==> src/rtl/rowbuf_pkg.sv <==
package rowbuf_pkg;
    typedef enum logic [1:0] {
        ST_IDLE,
        ST_WBACK,
        ST_FETCH,
        ST_WAIT
    } rb_state_e;
endpackage

==> src/rtl/rowbuf_tag_cmp.sv <==
module rowbuf_tag_cmp #(
    parameter int TAG_W = 14
) (
    input  logic             held_vld,
    input  logic [TAG_W-1:0] held_tag,
    input  logic [TAG_W-1:0] probe_tag,
    output logic             hit
);
    assign hit = held_vld && (held_tag == probe_tag);
endmodule

==> src/rtl/rowbuf_lane_merge.sv <==
module rowbuf_lane_merge #(
    parameter  int NARROW_W = 32,
    parameter  int WIDE_W   = 128,
    localparam int LANES    = WIDE_W / NARROW_W,
    localparam int LANE_W   = $clog2(LANES),
    localparam int NBYTES   = NARROW_W / 8,
    localparam int WBYTES   = WIDE_W / 8
) (
    input  logic [WIDE_W-1:0]   base,
    input  logic [LANE_W-1:0]   lane,
    input  logic [NBYTES-1:0]   be,
    input  logic [NARROW_W-1:0] wdata,
    output logic [WIDE_W-1:0]   merged,
    output logic [WBYTES-1:0]   touched
);
    for (genvar j = 0; j < WBYTES; j++) begin : g_byte
        localparam int LN = j / NBYTES;
        localparam int BI = j % NBYTES;
        assign touched[j] = (lane == LANE_W'(LN)) && be[BI];
        assign merged[8*j +: 8] = touched[j] ? wdata[8*BI +: 8] : base[8*j +: 8];
    end
endmodule

==> src/rtl/rowbuf_lane_sel.sv <==
module rowbuf_lane_sel #(
    parameter  int NARROW_W = 32,
    parameter  int WIDE_W   = 128,
    localparam int LANES    = WIDE_W / NARROW_W,
    localparam int LANE_W   = $clog2(LANES)
) (
    input  logic [WIDE_W-1:0]   src,
    input  logic [LANE_W-1:0]   lane,
    output logic [NARROW_W-1:0] word
);
    logic [NARROW_W-1:0] lane_words [LANES];
    for (genvar k = 0; k < LANES; k++) begin : g_lane
        assign lane_words[k] = src[NARROW_W*k +: NARROW_W];
    end
    assign word = lane_words[lane];
endmodule

==> src/rtl/rowbuf_cache.sv <==
module rowbuf_cache
    import rowbuf_pkg::*;
#(
    parameter  int ADDR_W   = 16,
    parameter  int NARROW_W = 32,
    parameter  int WIDE_W   = 128,
    localparam int LANES    = WIDE_W / NARROW_W,
    localparam int OFF_W    = $clog2(LANES),
    localparam int TAG_W    = ADDR_W - OFF_W,
    localparam int NBYTES   = NARROW_W / 8,
    localparam int WBYTES   = WIDE_W / 8
) (
    input  logic                clk,
    input  logic                rst_n,
    input  logic                req_valid,
    output logic                req_ready,
    input  logic                req_write,
    input  logic [ADDR_W-1:0]   req_addr,
    input  logic [NARROW_W-1:0] req_wdata,
    input  logic [NBYTES-1:0]   req_be,
    output logic                rsp_valid,
    output logic [NARROW_W-1:0] rsp_rdata,
    output logic                cmd_valid,
    input  logic                cmd_ready,
    output logic                cmd_write,
    output logic [TAG_W-1:0]    cmd_addr,
    output logic [WIDE_W-1:0]   cmd_wdata,
    output logic [WBYTES-1:0]   cmd_mask,
    input  logic                fill_valid,
    input  logic [WIDE_W-1:0]   fill_data
);
    typedef struct packed {
        rb_state_e           st;
        logic                vld;
        logic [TAG_W-1:0]    tag;
        logic [WIDE_W-1:0]   data;
        logic [WBYTES-1:0]   dirty;
        logic                p_wr;
        logic [ADDR_W-1:0]   p_addr;
        logic [NARROW_W-1:0] p_wdata;
        logic [NBYTES-1:0]   p_be;
        logic                rsp_v;
        logic [NARROW_W-1:0] rsp_d;
    } rb_regs_t;

    rb_regs_t q, d;

    logic                hit;
    logic                in_wait;
    logic [WIDE_W-1:0]   m_base;
    logic [OFF_W-1:0]    m_lane;
    logic [NBYTES-1:0]   m_be;
    logic [NARROW_W-1:0] m_wdata;
    logic [WIDE_W-1:0]   m_merged;
    logic [WBYTES-1:0]   m_touched;
    logic [NARROW_W-1:0] sel_word;

    assign in_wait = (q.st == ST_WAIT);
    assign m_base  = in_wait ? fill_data : q.data;
    assign m_lane  = in_wait ? q.p_addr[OFF_W-1:0] : req_addr[OFF_W-1:0];
    assign m_be    = in_wait ? q.p_be : req_be;
    assign m_wdata = in_wait ? q.p_wdata : req_wdata;

    rowbuf_tag_cmp #(.TAG_W(TAG_W)) u_tag (
        .held_vld (q.vld),
        .held_tag (q.tag),
        .probe_tag(req_addr[ADDR_W-1:OFF_W]),
        .hit      (hit)
    );

    rowbuf_lane_merge #(.NARROW_W(NARROW_W), .WIDE_W(WIDE_W)) u_merge (
        .base   (m_base),
        .lane   (m_lane),
        .be     (m_be),
        .wdata  (m_wdata),
        .merged (m_merged),
        .touched(m_touched)
    );

    rowbuf_lane_sel #(.NARROW_W(NARROW_W), .WIDE_W(WIDE_W)) u_sel (
        .src (m_base),
        .lane(m_lane),
        .word(sel_word)
    );

    always_comb begin
        d       = q;
        d.rsp_v = 1'b0;
        unique case (q.st)
            ST_IDLE: begin
                if (req_valid) begin
                    if (hit) begin
                        if (req_write) begin
                            d.data  = m_merged;
                            d.dirty = q.dirty | m_touched;
                        end else begin
                            d.rsp_v = 1'b1;
                            d.rsp_d = sel_word;
                        end
                    end else begin
                        d.p_wr    = req_write;
                        d.p_addr  = req_addr;
                        d.p_wdata = req_wdata;
                        d.p_be    = req_be;
                        d.st      = (|q.dirty) ? ST_WBACK : ST_FETCH;
                    end
                end
            end
            ST_WBACK: begin
                if (cmd_ready) begin
                    d.dirty = '0;
                    d.st    = ST_FETCH;
                end
            end
            ST_FETCH: begin
                if (cmd_ready) begin
                    d.st = ST_WAIT;
                end
            end
            ST_WAIT: begin
                if (fill_valid) begin
                    d.vld = 1'b1;
                    d.tag = q.p_addr[ADDR_W-1:OFF_W];
                    d.st  = ST_IDLE;
                    if (q.p_wr) begin
                        d.data  = m_merged;
                        d.dirty = m_touched;
                    end else begin
                        d.data  = fill_data;
                        d.dirty = '0;
                        d.rsp_v = 1'b1;
                        d.rsp_d = sel_word;
                    end
                end
            end
            default: d.st = ST_IDLE;
        endcase
    end

    always_ff @(posedge clk) begin
        if (!rst_n) begin
            q <= '0;
        end else begin
            q <= d;
        end
    end

    assign req_ready = (q.st == ST_IDLE);
    assign rsp_valid = q.rsp_v;
    assign rsp_rdata = q.rsp_d;
    assign cmd_valid = (q.st == ST_WBACK) || (q.st == ST_FETCH);
    assign cmd_write = (q.st == ST_WBACK);
    assign cmd_addr  = (q.st == ST_WBACK) ? q.tag : q.p_addr[ADDR_W-1:OFF_W];
    assign cmd_wdata = q.data;
    assign cmd_mask  = (q.st == ST_WBACK) ? q.dirty : '1;

    // a command waiting on backpressure keeps its content
    a_r7_cmd_hold: assert property (@(posedge clk) disable iff (!rst_n)
        cmd_valid && !cmd_ready |=> cmd_valid && $stable(cmd_addr)
            && $stable(cmd_write) && $stable(cmd_mask) && $stable(cmd_wdata));

    // no request is taken while a downstream command is pending
    a_r9_busy_no_accept: assert property (@(posedge clk) disable iff (!rst_n)
        cmd_valid |-> !req_ready);

    // a writeback always carries at least one enabled byte
    a_r6_wb_mask_nonzero: assert property (@(posedge clk) disable iff (!rst_n)
        cmd_valid && cmd_write |-> cmd_mask != '0);

    // an accepted writeback is followed by the fetch
    a_r6_wb_then_fetch: assert property (@(posedge clk) disable iff (!rst_n)
        cmd_valid && cmd_write && cmd_ready |=> cmd_valid && !cmd_write);

    // a fetch requests the whole chunk
    a_r5_fetch_full_mask: assert property (@(posedge clk) disable iff (!rst_n)
        cmd_valid && !cmd_write |-> &cmd_mask);

    // a response follows a read acceptance or a fill
    a_r3_rsp_source: assert property (@(posedge clk) disable iff (!rst_n)
        rsp_valid |-> $past(fill_valid) || $past(req_valid && req_ready && !req_write));
endmodule

==> config.mk <==
export PLATFORM = sky130hd
export DESIGN_NAME = rowbuf_cache
export DESIGN_NICKNAME = d
export VERILOG_FILES = /design/src/rtl/rowbuf_pkg.sv /design/src/rtl/rowbuf_tag_cmp.sv /design/src/rtl/rowbuf_lane_merge.sv /design/src/rtl/rowbuf_lane_sel.sv /design/src/rtl/rowbuf_cache.sv
export SDC_FILE = /design/constraint.sdc
export NUM_CORES = 1
export LEC_CHECK = 0
export BUFFER_PORTS_ARGS = -buffer_cell sky130_fd_sc_hd__buf_2
export CORE_AREA = 2 2 176 178
export DETAILED_ROUTE_END_ITERATION = 12
export DIE_AREA = 0 0 178 180
export MAX_ROUTING_LAYER = met4
export PLACE_DENSITY = 0.81
export SLEW_MARGIN = 20
export SYNTH_ARGS = -nofsm -noshare
export SYNTH_HDL_FRONTEND = slang
export SYNTH_SLANG_ARGS = --single-unit
==> constraint.sdc <==
create_clock -name clk -period 2.79 [get_ports clk]
set_input_delay 0.558 -clock clk [delete_from_list [all_inputs] [get_ports clk]]
set_output_delay 0.558 -clock clk [all_outputs]
set_load 0.01 [all_outputs]
==> impl_results.md <==
* WL met1 at 24500 µm
* IO Port Bufs at roughly 380
* Die area at 32000 µm²
* Area leader, netlist: dfxtp_1
* HPWL Detailed at between 40000 and 50000 µm
* Hold WS at approximately 250 ps
* Met2 routed WL at between 20000 and 30000 µm
* Post-synthesis mux area share at approximately 14%
* CTS tree: built
* Synth top area cells: dfxtp_1, mux2i_1, buf_4
* P per Cell Area at between 1000 and 1500 nW/µm²
* Status: complete, no violations
* Leakage at roughly 7.1 nW
* Share of layout cells above drive strength 1 at 28.7%
* Post-synthesis register bit count at about 250
* Crit-path cells: ha_4, and3_1, or2_2, buf_4, a22oi_1, nand3_1, mux2i_1
* WL per Instance at approximately 24 µm
* Complex-gate fraction of the synthesized area at ~28%
* 1st-iter DRT viols at ~2.4k
* EDFF count, synth at 0
* Layout area overhead at 13.2%
* Global-route wire length before repair at roughly 94000 µm
* Clock Latency Late Sink at about 560 ps
* Final instance area at approximately 19000 µm²
* Final setup viols at 0
* Largest net degree at the start of global routing at about 100
* R2R depth at 7
* Overflow after GRT at 0
* Final GP Congestion at 0.938
* Worst Hold Class: input port to flop
* Max-cap viol count at 0
* Mapped cell area at ~17000 µm²
* Clock Tree Buf Depth at 3
* Final Hold Fails at 0
* Yosys warns at 0
* Crit. End Element: flop
* Clock buffers created by TritonCTS at 28
* TritonRoute pass-1 iters at 7
* Max Fanout on Critical Path at 23
* Root buffer cell: clkbuf_16
* Antenna Violating Nets Remaining at 0
* Post-synthesis instance total at slightly above 2k
* DR DRC count at 0
* Clock Sinks at 247
* Syn Nets at 2247
* Startpoint types: flop
* Top routing layer used: met4
* Post-Route WL at 61900 µm
* CP max stage delay at about 740 ps
* Hold Buf Count CTS at 0
* Tot Pwr at approximately 20 mW
* Post-synth ARST share at 0%
* Core box area at ~30000 µm²
* IO Pins at 380
* WL met3 at around 7500 µm
* Crit share post-route at 97.1%
* Worst setup path category: flop to flop
* Synth Flop Type: dfxtp_1
* CP required at between 3000 and 4000 ps
* Initial antenna violation count at 14
* Register area share after synthesis at between 20% and 30%
* WHS Path Cells at 3
* Max Clk Rate at around 370 MHz
* Distinct cells, synth at about 50
* Worst vdd ir at just under 1000 µV
* Avg Cell Area, Syn at slightly above 8 µm²
* Pre-CTS WS at -191 ps
* CP max-delay cell: or2_2
* Synth Area in Simple Gates at approximately 14%
* Post-place instance area at between 15000 and 20000 µm²
* Yosys top cell area share at 29.7%
* Initial Util at a little under three fifths
* Data arrival time of the critical path at 3140 ps
* GR Util All Layers at 37.6%
* Xor and xnor area share after synthesis at less than 1%
* Worst slew pin tran at 975 ps
* Vias at ~18k
* Vias in the first global route at approximately 16k
* Adder-cell area share of the yosys netlist at less than 1%
* H-tree depth at 1
* Vias/cell at 6.74
* Final worst-path setup slack at slightly above 80 ps
* Clock Skews at approximately 19 ps
* Slew Viols, Final at 0
* Die Height at between 150 and 200 µm
* Largest family of logic cells by synthesized area: compound AO/OA/AOI/OAI gates
* Placed Cells at approximately 2.5k
* Finished Layout Cells at 2605
* Clock-pin slew on the worst setup and hold paths at around 70 ps
* Die Width at ~180 µm
* Slew headroom at between 30% and 40%
* RSZ-0062 raised after global routing: yes
* Number of nets in the layout at ~2.4k
* Post-layout min period at about 2700 ps
* FP Rows at between 60 and 70
==> layer usage <==
metal | vias up | GRT usage (%)
met3 | 252 | 7.64
met2 | 1342 | 55.0
met5 | - | -
met4 | 0 | 17.5
li1 | 7684 | -
met1 | 8282 | 49.6
==> state kept, by name, summed over array words and instances (netlist names) <==
register,cells
cmd_wdata,128
rsp_rdata,32
rsp_valid,1
q,86
==> path summary, 6_finish.rpt <==
path	start	endpoint	slack [ps]
worst min-delay path	req_wdata[7]	q[44]$_SDFFE_PN0P_	250
worst max register to register	q[246]$_SDFFE_PN0P_	rsp_rdata[27]$_SDFFE_PN0P_	80
worst max-delay path	q[246]$_SDFFE_PN0P_	rsp_rdata[27]$_SDFFE_PN0P_	80
worst min register to register	rsp_rdata[14]$_SDFFE_PN0P_	rsp_rdata[14]$_SDFFE_PN0P_	460
==> power breakdown <==
| group | total, mW | internal (mW) | switching, mW |
|---|---|---|---|
| registers | 5.41 | 4.54 | 0.867 |
| logic | 10.7 | 4.12 | 6.62 |
| clock network | 4.17 | 2.56 | 1.61 |
==> metrics by stage <==
step	setup TNS, ps	util [%]
floorplan	0	-
global placement	-575	58.7
detailed placement	-7960	58.7
CTS	0	62.2
global route	-18.6	62.4
finish	0	62.4
==> cell usage in the layout, fill, tap and decap left out, types with 9 or more instances in the layout <==
cell type and count:
o21ai_1 9, a221oi_1 121, o211ai_1 17, a22oi_1 60, nand3_1 101, buf_4 49
nor3_1 13, o21ai_0 100, nand2_1 67, clkbuf_8 10, dfxtp_1 247, buf_12 22
xnor2_1 14, mux2i_1 165, buf_2 379, diode_2 14, mux2_2 49, a211oi_1 97
a211oi_2 40, nor2_1 266, a21oi_1 230, clkbuf_16 28, nand2b_1 20
==> cells by family (layout without fill, tap and decap cells) <==
group | count (synthesis) | in the layout
compound gates | 690 | 690
xor+xnor | 14 | 14
fa+ha+maj | 5 | 5
buf+inv | 366 | 505
flops | 247 | 247
mux | 219 | 219
other cells | 0 | 14
simple gates | 515 | 515
==> critical path, delay by kind of cell, from the launching register on <==
family                   cells  cell delay, ps
AO/OA/AOI/OAI                1              80
adder cells (fa/ha/maj)      1             370
buffers and inverters        1             290
flip-flops                   1             450
multiplexers                 1              80
AND/OR/NAND/NOR              3            1280
==> repair_timing <==
| action | 4_1_cts | 5_1_grt |
|---|---|---|
| gates resized for setup | 1 | 1 |
| buffers inserted | 0 | 2 |
| pin swaps | 0 | 1 |
| setup endpoints to repair | 101 | 8 |
==> cell usage after synthesis, types with 3 or more instances <==
cell type and instances:
nor4_1 3, mux2_4 3, o21ai_1 9, buf_4 188
o211ai_1 17, nand3_1 101, and2_1 3, clkbuf_1 77
nor3_1 13, and3_1 5, ha_1 5, a21oi_1 230
nand2b_1 20, nor2_1 269, nand4_1 8, a221oi_1 121
o21ai_0 100, a211oi_2 40, xnor2_1 14, a22oi_1 60
mux2_2 49, a211oi_1 97, buf_6 3, o21ai_2 8
nand2_1 68, nor2b_1 3, buf_1 19, mux2i_1 165
dfxtp_1 247, or2_2 7, and3b_1 3, nor3b_2 3
buf_2 76
==> area by class of cell <==
cell class                      count  area [µm²]
Clock buffer                       38         838
Sequential cell                   247        4940
Multi-Input combinational cell   1443        9570
Antenna cell                       14        35.0
Clock inverter                     13         208
Inverter                            3        16.3
Timing Repair Buffer              451        2730
Tap cell                          396         495
Fill cell                        2576       11400
Power figures use the tool's default switching activity.
